`src/rtl/hbi_pkg.sv`:
```
// Shared types for the dual-mode host bus front end.
// Assumes: nothing beyond IEEE 1800-2017 packages.
package hbi_pkg;

    // Control lines of the host bus after synchronization.
    typedef struct packed {
        logic cs_n;
        logic a0;
        logic stb_a;
        logic stb_b;
    } host_ctl_t;

    localparam int CTL_W = $bits(host_ctl_t);

    // Deselected, strobes low: no access decodes from this in either style.
    localparam host_ctl_t CTL_IDLE = '{cs_n: 1'b1, a0: 1'b0, stb_a: 1'b0, stb_b: 1'b0};

    // The four operations a completed access can perform.
    typedef enum logic [1:0] {
        OP_STAT_RD = 2'd0,
        OP_CMD_WR  = 2'd1,
        OP_DISP_RD = 2'd2,
        OP_DISP_WR = 2'd3
    } host_op_e;

    // Sorts an access by its data/register select and its direction.
    function automatic host_op_e classify_op(input logic a0, input logic is_read);
        if (a0) return is_read ? OP_DISP_RD : OP_DISP_WR;
        return is_read ? OP_STAT_RD : OP_CMD_WR;
    endfunction

endpackage

```
`src/rtl/hbi_sync.sv`:
```
// Register chain for host-side inputs of width W.
// STAGES = 0 gives a plain wire; otherwise the output lags by STAGES clocks.
// Assumes: the caller resets the chain to a value that decodes as no access.
module hbi_sync #(
    parameter int             W       = 1,
    parameter int             STAGES  = 2,
    parameter logic [W-1:0]   RST_VAL = '0
) (
    input  logic         clk,
    input  logic         rst_n,
    input  logic [W-1:0] d,
    output logic [W-1:0] q
);

    generate
        if (STAGES == 0) begin : g_pass
            assign q = d;
        end else begin : g_chain
            logic [W-1:0] stage_q [STAGES];
            for (genvar i = 0; i < STAGES; i++) begin : g_stage
                if (i == 0) begin : g_first
                    // First stage takes the raw input.
                    always_ff @(posedge clk) begin
                        if (!rst_n) stage_q[i] <= RST_VAL;
                        else        stage_q[i] <= d;
                    end
                end else begin : g_next
                    // Later stages shift the previous stage along.
                    always_ff @(posedge clk) begin
                        if (!rst_n) stage_q[i] <= RST_VAL;
                        else        stage_q[i] <= stage_q[i-1];
                    end
                end
            end
            assign q = stage_q[STAGES-1];
        end
    endgenerate

endmodule

```
`src/rtl/hbi_mode_decode.sv`:
```
// Holds the bus style chosen at reset and turns the two strobe lines into
// style-independent read and write strobes.
// Assumes: ctl is already synchronized; mode_pin is steady during reset.
module hbi_mode_decode
    import hbi_pkg::*;
(
    input  logic      clk,
    input  logic      rst_n,
    input  logic      mode_pin,
    input  host_ctl_t ctl,
    output logic      mode_sep,
    output logic      sel,
    output logic      rd_strobe,
    output logic      wr_strobe
);

    // Capture the style level every reset cycle; hold it once out of reset.
    always_ff @(posedge clk) begin
        if (!rst_n) mode_sep <= mode_pin;
    end

    // Map the strobe pair onto read/write intent for the held style.
    always_comb begin
        sel = !ctl.cs_n;
        if (mode_sep) begin
            rd_strobe = !ctl.stb_a && ctl.stb_b;
            wr_strobe = !ctl.stb_b && ctl.stb_a;
        end else begin
            rd_strobe = ctl.stb_a && ctl.stb_b;
            wr_strobe = ctl.stb_a && !ctl.stb_b;
        end
    end

    assert_mode_held_R1: assert property (@(posedge clk) disable iff (!rst_n)
        rst_n |=> $stable(mode_sep))
        else $error("bus style changed outside reset");

    assert_both_low_idle_R3: assert property (@(posedge clk) disable iff (!rst_n)
        (mode_sep && !ctl.stb_a && !ctl.stb_b) |-> (!rd_strobe && !wr_strobe))
        else $error("both strobes low produced an access");

    assert_enable_low_idle_R2: assert property (@(posedge clk) disable iff (!rst_n)
        (!mode_sep && !ctl.stb_a) |-> (!rd_strobe && !wr_strobe))
        else $error("access without enable");

endmodule

```
`src/rtl/hbi_access_ctl.sv`:
```
// Tracks access phases and issues one-cycle pulses when an access ends.
// An access completes when its strobe drops while chip select is still low;
// dropping chip select first cancels it.
// Assumes: inputs come from hbi_mode_decode on synchronized lines.
module hbi_access_ctl
    import hbi_pkg::*;
(
    input  logic clk,
    input  logic rst_n,
    input  logic sel,
    input  logic rd_strobe,
    input  logic wr_strobe,
    input  logic a0,
    output logic rd_act,
    output logic wr_act,
    output logic disp_rd_p,
    output logic disp_wr_p,
    output logic cmd_p
);

    logic     rd_act_q;
    logic     wr_act_q;
    logic     a0_hold;
    logic     rd_done;
    logic     wr_done;
    host_op_e done_op;

    // Live access phases, gated by chip select.
    always_comb begin
        rd_act  = sel && rd_strobe;
        wr_act  = sel && wr_strobe;
        rd_done = rd_act_q && !rd_strobe && sel;
        wr_done = wr_act_q && !wr_strobe && sel;
        done_op = classify_op(a0_hold, rd_done);
    end

    // Remember last cycle's phases and the select line seen during the access.
    always_ff @(posedge clk) begin
        if (!rst_n) begin
            rd_act_q <= 1'b0;
            wr_act_q <= 1'b0;
            a0_hold  <= 1'b0;
        end else begin
            rd_act_q <= rd_act;
            wr_act_q <= wr_act;
            if (rd_act || wr_act) a0_hold <= a0;
        end
    end

    // Issue the completion pulse for the operation that just ended.
    always_ff @(posedge clk) begin
        if (!rst_n) begin
            disp_rd_p <= 1'b0;
            disp_wr_p <= 1'b0;
            cmd_p     <= 1'b0;
        end else begin
            disp_rd_p <= rd_done && (done_op == OP_DISP_RD);
            disp_wr_p <= wr_done && (done_op == OP_DISP_WR);
            cmd_p     <= wr_done && (done_op == OP_CMD_WR);
        end
    end

    assert_single_pulse_R7: assert property (@(posedge clk) disable iff (!rst_n)
        $onehot0({disp_rd_p, disp_wr_p, cmd_p}))
        else $error("more than one completion pulse");

    assert_standby_quiet_R9: assert property (@(posedge clk) disable iff (!rst_n)
        !sel |=> !(disp_rd_p || disp_wr_p || cmd_p))
        else $error("pulse after deselected cycle");

    assert_pulse_one_cycle_R5: assert property (@(posedge clk) disable iff (!rst_n)
        disp_rd_p |=> !disp_rd_p)
        else $error("read pulse longer than one cycle");

endmodule

```
`src/rtl/hbi_data_path.sv`:
```
// Input and output latches plus the host read mux and drive enable.
// The output latch refills from RAM during the read pulse; a read that is
// live in that same cycle is fed the incoming word directly.
// Assumes: ram_rdata holds the word at the current address in the pulse cycle.
module hbi_data_path #(
    parameter int DW = 8
) (
    input  logic          clk,
    input  logic          rst_n,
    input  logic          rd_act,
    input  logic          wr_act,
    input  logic          a0,
    input  logic          load,
    input  logic [DW-1:0] d_in,
    input  logic [DW-1:0] status_in,
    input  logic [DW-1:0] ram_rdata,
    output logic [DW-1:0] in_latch,
    output logic [DW-1:0] d_out,
    output logic          d_oe
);

    logic [DW-1:0] out_latch;
    logic [DW-1:0] read_word;

    // Input latch follows the bus while a write is active, then holds.
    always_ff @(posedge clk) begin
        if (!rst_n)      in_latch <= '0;
        else if (wr_act) in_latch <= d_in;
    end

    // Output latch takes the RAM word during the read pulse.
    always_ff @(posedge clk) begin
        if (!rst_n)    out_latch <= '0;
        else if (load) out_latch <= ram_rdata;
    end

    // Choose the byte for the host: status, or display data with refill bypass.
    always_comb begin
        read_word = load ? ram_rdata : out_latch;
        d_oe      = rd_act;
        if (!rd_act) d_out = '0;
        else if (a0) d_out = read_word;
        else         d_out = status_in;
    end

    assert_latch_hold_R5: assert property (@(posedge clk) disable iff (!rst_n)
        !load |=> $stable(out_latch))
        else $error("output latch changed without a read pulse");

    assert_inlatch_hold_R7: assert property (@(posedge clk) disable iff (!rst_n)
        !wr_act |=> $stable(in_latch))
        else $error("input latch changed outside a write");

endmodule

```
`src/rtl/dual_mode_host_port.sv`:
```
// Host bus front end for a display controller. It synchronizes the host
// lines, decodes them in the style chosen at reset, and forwards writes and
// pipelined display reads to the RAM and command sides.
// Assumes: the pad ring builds the bidirectional pins from d_out/d_oe/d_in;
// the RAM address counter outside steps on ram_addr_inc.
module dual_mode_host_port
    import hbi_pkg::*;
#(
    parameter int DW          = 8,
    parameter int SYNC_STAGES = 2
) (
    input  logic          clk,
    input  logic          rst_n,
    input  logic          mode_pin,
    input  logic          host_cs_n,
    input  logic          host_a0,
    input  logic          host_stb_a,
    input  logic          host_stb_b,
    input  logic [DW-1:0] host_d_in,
    output logic [DW-1:0] host_d_out,
    output logic          host_d_oe,
    input  logic [DW-1:0] status_in,
    input  logic [DW-1:0] ram_rdata,
    output logic          ram_rd_en,
    output logic          ram_wr_en,
    output logic          ram_addr_inc,
    output logic [DW-1:0] ram_wdata,
    output logic          cmd_valid,
    output logic [DW-1:0] cmd_data
);

    host_ctl_t     ctl_raw;
    host_ctl_t     ctl_s;
    logic [DW-1:0] d_in_s;
    logic          mode_sep;
    logic          sel;
    logic          rd_strobe;
    logic          wr_strobe;
    logic          rd_act;
    logic          wr_act;
    logic          disp_rd_p;
    logic          disp_wr_p;
    logic          cmd_p;
    logic [DW-1:0] in_latch;

    // Bundle the raw control pins.
    always_comb begin
        ctl_raw.cs_n  = host_cs_n;
        ctl_raw.a0    = host_a0;
        ctl_raw.stb_a = host_stb_a;
        ctl_raw.stb_b = host_stb_b;
    end

    hbi_sync #(.W(CTL_W), .STAGES(SYNC_STAGES), .RST_VAL(CTL_IDLE)) u_ctl_sync (
        .clk   (clk),
        .rst_n (rst_n),
        .d     (ctl_raw),
        .q     (ctl_s)
    );

    hbi_sync #(.W(DW), .STAGES(SYNC_STAGES), .RST_VAL('0)) u_data_sync (
        .clk   (clk),
        .rst_n (rst_n),
        .d     (host_d_in),
        .q     (d_in_s)
    );

    hbi_mode_decode u_decode (
        .clk       (clk),
        .rst_n     (rst_n),
        .mode_pin  (mode_pin),
        .ctl       (ctl_s),
        .mode_sep  (mode_sep),
        .sel       (sel),
        .rd_strobe (rd_strobe),
        .wr_strobe (wr_strobe)
    );

    hbi_access_ctl u_access (
        .clk       (clk),
        .rst_n     (rst_n),
        .sel       (sel),
        .rd_strobe (rd_strobe),
        .wr_strobe (wr_strobe),
        .a0        (ctl_s.a0),
        .rd_act    (rd_act),
        .wr_act    (wr_act),
        .disp_rd_p (disp_rd_p),
        .disp_wr_p (disp_wr_p),
        .cmd_p     (cmd_p)
    );

    hbi_data_path #(.DW(DW)) u_data (
        .clk       (clk),
        .rst_n     (rst_n),
        .rd_act    (rd_act),
        .wr_act    (wr_act),
        .a0        (ctl_s.a0),
        .load      (disp_rd_p),
        .d_in      (d_in_s),
        .status_in (status_in),
        .ram_rdata (ram_rdata),
        .in_latch  (in_latch),
        .d_out     (host_d_out),
        .d_oe      (host_d_oe)
    );

    // Route the completion pulses and the captured byte to the core side.
    always_comb begin
        ram_rd_en    = disp_rd_p;
        ram_wr_en    = disp_wr_p;
        ram_addr_inc = disp_rd_p || disp_wr_p;
        ram_wdata    = in_latch;
        cmd_valid    = cmd_p;
        cmd_data     = in_latch;
    end

    assert_no_drive_standby_R9: assert property (@(posedge clk) disable iff (!rst_n)
        host_d_oe |-> !ctl_s.cs_n)
        else $error("bus driven while deselected");

    assert_status_no_ram_R4: assert property (@(posedge clk) disable iff (!rst_n)
        (host_d_oe && !ctl_s.a0) |=> !ram_wr_en)
        else $error("RAM write right after status read cycle");

    assert_quiet_after_reset_R11: assert property (@(posedge clk)
        !rst_n |=> !(ram_rd_en || ram_wr_en || cmd_valid || host_d_oe))
        else $error("activity right after reset cycle");

    assert_mode_style_R1: assert property (@(posedge clk) disable iff (!rst_n)
        (mode_sep && ctl_s.stb_a && ctl_s.stb_b) |-> !host_d_oe)
        else $error("drive with both active-low strobes idle");

endmodule

```
`config.mk`:
```
export PLATFORM = sky130hd
export DESIGN_NAME = dual_mode_host_port
export DESIGN_NICKNAME = d
export VERILOG_FILES = /design/src/rtl/hbi_pkg.sv /design/src/rtl/hbi_sync.sv /design/src/rtl/hbi_mode_decode.sv /design/src/rtl/hbi_access_ctl.sv /design/src/rtl/hbi_data_path.sv /design/src/rtl/dual_mode_host_port.sv
export SDC_FILE = /design/constraint.sdc
export NUM_CORES = 1
export LEC_CHECK = 0
export ABC_AREA = 1
export BUFFER_PORTS_ARGS = -buffer_cell sky130_fd_sc_hd__buf_4
export CAP_MARGIN = 20
export CELL_PAD_IN_SITES_DETAIL_PLACEMENT = 1
export CELL_PAD_IN_SITES_GLOBAL_PLACEMENT = 1
export CORE_UTILIZATION = 35
export DETAILED_ROUTE_END_ITERATION = 12
export PLACE_DENSITY_LB_ADDON = 0.15
export SKIP_CTS_REPAIR_TIMING = 1
export SYNTH_ARGS = -nofsm -noshare
export SYNTH_HDL_FRONTEND = slang
export SYNTH_HIERARCHICAL = 1
export SYNTH_SLANG_ARGS = --single-unit
```
`constraint.sdc`:
```
create_clock -name clk -period 1.88 [get_ports clk]
set_clock_uncertainty 0.2 [all_clocks]
set_input_delay 0.188 -clock clk [delete_from_list [all_inputs] [get_ports clk]]
set_output_delay 0.188 -clock clk [all_outputs]
set_load 0.01 [all_outputs]
```
==> Implementation_results.wiki <==
{| class="wikitable"
! Metric !! Value
|-
| Cell at the root of the clock tree || sky130_fd_sc_hd__clkbuf_8
|-
| Average vias per placed instance || 4.289
|-
| Logic gate share of total power || 8.5%
|-
| CTS tree || done
|-
| Clock Latency Late Sink || 0.30 ns
|-
| Kind of cell adding the most delay to the critical path || simple AND/OR/NAND/NOR gates
|-
| Average cell area after synthesis || 7.878 sq um
|-
| Final cell area excluding filler cells || 0.002574 sq mm
|-
| Count of pins on the block boundary || 60
|-
| Fin. max-slew vios || 0
|-
| Proportion of power drawn by flip-flops and latches || 54.0%
|-
| Count of cells along the worst hold path || 3
|-
| Critical-path cell with the highest stage delay || sky130_fd_sc_hd__edfxtp_1
|-
| Number of vias after detailed routing || 1,604
|-
| Sequence of cells on the critical path || nand2_1 -> nand2_1 -> nor2_2 -> nand2_2 -> inv_4 -> inv_8 -> nor2_2 -> nand2_1 -> inv_1 -> buf_4
|-
| Launch point of the worst reg-to-reg path || u_ctl_sync/g_chain.stage_q[1][1]$_SDFF_PN0_
|-
| Cell Count Post-Placement || 346
|-
| Longest individual stage delay on the worst path || 0.39 ns
|-
| Worst path required time || 1.49 ns
|-
| Power after layout || 1.920 mW
|-
| Fraction of layout instances using a drive strength above 1 || 31.60%
|-
| Post-DRT Antenna Nets || 0
|-
| Total negative slack || -0.3516 ns
|-
| CP Class || flip-flop to output pin
|-
| Data arrival time of the critical path || 1.56 ns
|-
| Ratio of total power to cell area || 746.2 mW/mm^2
|-
| Met3 GRT Util || 5.556%
|-
| Average wire per standard cell || 11.21 um
|-
| Initial core utilization || 37.62%
|-
| P_sw || 0.4025 mW
|-
| Sinks on the clock net || 47
|-
| Portion of the post-synthesis area used by sequential elements || 51.81%
|-
| Number of detailed-routing iterations run before antenna repair || 2
|-
| Number of endpoints failing setup at the final stage || 8
|-
| R2R Setup Slk || 0.35 ns
|-
| Number of hold violations in the final report || 0
|-
| Overall global routing resource usage || 15.04%
|-
| Final design utilization || 52.74%
|-
| Most frequent CP cell || sky130_fd_sc_hd__nand2_1
|-
| Core Footprint || 0.004880 sq mm
|-
| Worst slew pin tran || 0.4763 ns
|-
| Congestion Overflow GR || 0
|-
| Violated checks || setup timing
|-
| Remaining routing DRC violations || 0
|-
| Unrepaired setup endpoints after global routing || true
|-
| Period minus WS final || 1.949 ns
|-
| Hold crit path type || input port to flip-flop
|-
| Endpoint class of the critical path || output pin
|-
| Post-Place Setup Slack || 0.1367 ns
|-
| Count of mapped cells out of synthesis || 233
|-
| Clock power frac || 37.5%
|-
| Post-detailed-routing wire length || 4.192 mm
|-
| Largest net degree at the start of global routing || 39
|-
| Synthesis-to-finish area growth || 40.22%
|-
| Switch share || 20.96%
|-
| Worst R2R End || u_data/in_latch[6]$_SDFFE_PN0P_
|-
| Slew margin rel. || 68.20%
|-
| Post-place instance area || 0.002235 sq mm
|-
| Nets@finish || 337
|-
| Internal portion of total power || 1.518 mW
|-
| Clock buffer count from CTS || 5
|-
| GPL Wtd Cong || 0.6672
|-
| Top Usage Layer GRT || met2
|-
| Number of H-tree levels || 2
|-
| Number of global-route vias before repair || 1,459
|-
| HPWL after DPL || 2.695 mm
|-
| Peak VDD IR || 0.0005014 V
|-
| Endpoint, Worst Hold || u_data/out_latch[7]$_SDFF_PN0_
|-
| Met2 layer usage reported by global route || 25.73%
|-
| Min Hold Slack || 0.003994 ns
|-
| Post-layout worst setup margin || -0.06862 ns
|-
| Syn Std Cell Area || 0.001836 sq mm
|-
| Top fanout value on the critical path || 8
|-
| First-pass GRT wire length || 6.203 mm
|-
| Diode count || 0
|-
| Leakage Power || 1.382 nW
|-
| DIE HEIGHT || 74.42 um
|-
| Launching element type of the critical path || flip-flop
|-
| Number of maximum-capacitance violations || 0
|-
| Synthesis warning total || 6
|-
| Number of standard-cell rows in the floorplan || 25
|-
| Final instance count without filler cells || 374
|-
| Result of the run || complete, but fails checks
|-
| Maximum buffer depth of the clock tree || 2
|-
| Flops & latches, synth || 47
|-
| Total buffers and inverters traversed by the critical path || 4
|-
| GR Util met1 || 16.82%
|-
| Die footprint || 0.005538 sq mm
|-
| Number of antenna violations at the first check in global routing || 0
|-
| Clock input transition at the sequential cells of the worst setup and hold paths || 0.09 ns
|-
| Beginning of the worst hold path || ram_rdata[7]
|-
| Cells on worst reg2reg path || 7
|-
| Number of different library cells in the post-synthesis netlist || 20
|-
| Final critical-path share of the clock period || 103.6%
|-
| Total nets after synthesis || 264
|-
| Maximum clock frequency || 513.2 MHz
|-
| Horizontal die dimension || 74.42 um
|-
| Violation count after the first detailed-routing iteration || 70
|-
| Total of buffers placed on input and output ports || 59
|}
[kinds of logic (layout without fill, tap and decap cells)]
logic type      count (synthesis)  count (layout)  synth area share (%)
compound gates                 17              17                 4.635
buf+inv                        61             135                 18.20
flops                          47              47                 51.81
simple gates                  108             108                 25.36
[worst register-to-register path, stage by stage (launching register included)]
cell and delay, ns:
sky130_fd_sc_hd__dfxtp_1 0.36, sky130_fd_sc_hd__inv_1 0.05, sky130_fd_sc_hd__nor2_1 0.10, sky130_fd_sc_hd__nand2_1 0.12
sky130_fd_sc_hd__inv_1 0.28, sky130_fd_sc_hd__inv_2 0.14, sky130_fd_sc_hd__nor2_1 0.12, sky130_fd_sc_hd__nor2_1 0.05
[cell usage after synthesis, drive strengths merged]
cell / count / area [sq um]
nand3: 12 / 60.06
nor2: 40 / 162.6
dfxtp: 46 / 920.9
nor3: 1 / 5.000
edfxtp: 1 / 30.03
nand3b: 1 / 7.510
nand2: 54 / 230.2
inv: 45 / 173.9
o21ai: 8 / 40.04
a21oi: 9 / 45.04
buf: 15 / 142.6
bufinv: 1 / 17.52
[cell type report]
class / instances / area (sq um)
sequential: 47 / 950.9
clock inverter: 1 / 30.03
inverter: 46 / 187.7
timing repair buffer: 81 / 659.4
multi-input combinational: 125 / 585.6
tap: 67 / 83.83
fill: 619 / 2306
clock buffer: 7 / 76.32
[worst max-delay path by stage]
stage,start,endpoint,slack (ns),cells past startpoint
after floorplan,u_decode/mode_sep$_DFFE_PN_,host_d_out[0],0.35,9
after global placement,u_decode/mode_sep$_DFFE_PN_,host_d_out[1],0.19,10
after detailed placement,u_decode/mode_sep$_DFFE_PN_,host_d_out[7],0.14,10
after CTS,u_decode/mode_sep$_DFFE_PN_,host_d_out[3],-0.24,10
after global routing,u_decode/mode_sep$_DFFE_PN_,host_d_out[0],-0.22,10
final,u_decode/mode_sep$_DFFE_PN_,host_d_out[7],-0.07,10
[metal layers]
layer / up-vias / share of wire, %
li1: 824 / -
met1: 730 / 40
met2: 39 / 52
met3: 11 / 5.1
met4: 0 / 2.7
met5: - / 0
[state kept, by name, summed over array words and instances, names as in the netlist]
register                     flops
u_data_sync/g_chain.stage_q     16
u_ctl_sync/g_chain.stage_q       8
u_data/in_latch                  8
u_data/out_latch                 8
u_access/a0_hold                 1
u_access/cmd_p                   1
u_access/disp_rd_p               1
u_access/disp_wr_p               1
u_access/rd_act_q                1
u_access/wr_act_q                1
u_decode/mode_sep                1
[power by group through the flow]
| stage | combinational, mW | sequential (mW) | clock [mW] |
|---|---|---|---|
| 2_1_floorplan | 0.0665 | 1.06 | 0 |
| 3_3_place_gp | 0.122 | 1.06 | 0 |
| 3_5_place_dp | 0.125 | 1.06 | 0 |
| 4_1_cts | 0.125 | 1.04 | 0.755 |
| 5_1_grt | 0.182 | 1.04 | 0.808 |
| 6_report | 0.163 | 1.04 | 0.721 |
[cells in the final DEF (no fill, tap or decap), drive strengths merged]
cell,Yosys,routed
dfxtp,46,46
nand2,54,54
nand3,12,12
o21ai,8,8
nand3b,1,1
a21oi,9,9
nor3,1,1
clkbuf,0,7
inv,45,46
buf,15,62
edfxtp,1,1
nor2,40,40
bufinv,1,1
dlygate4sd3,0,19
(Power assumes the default switching activity.)
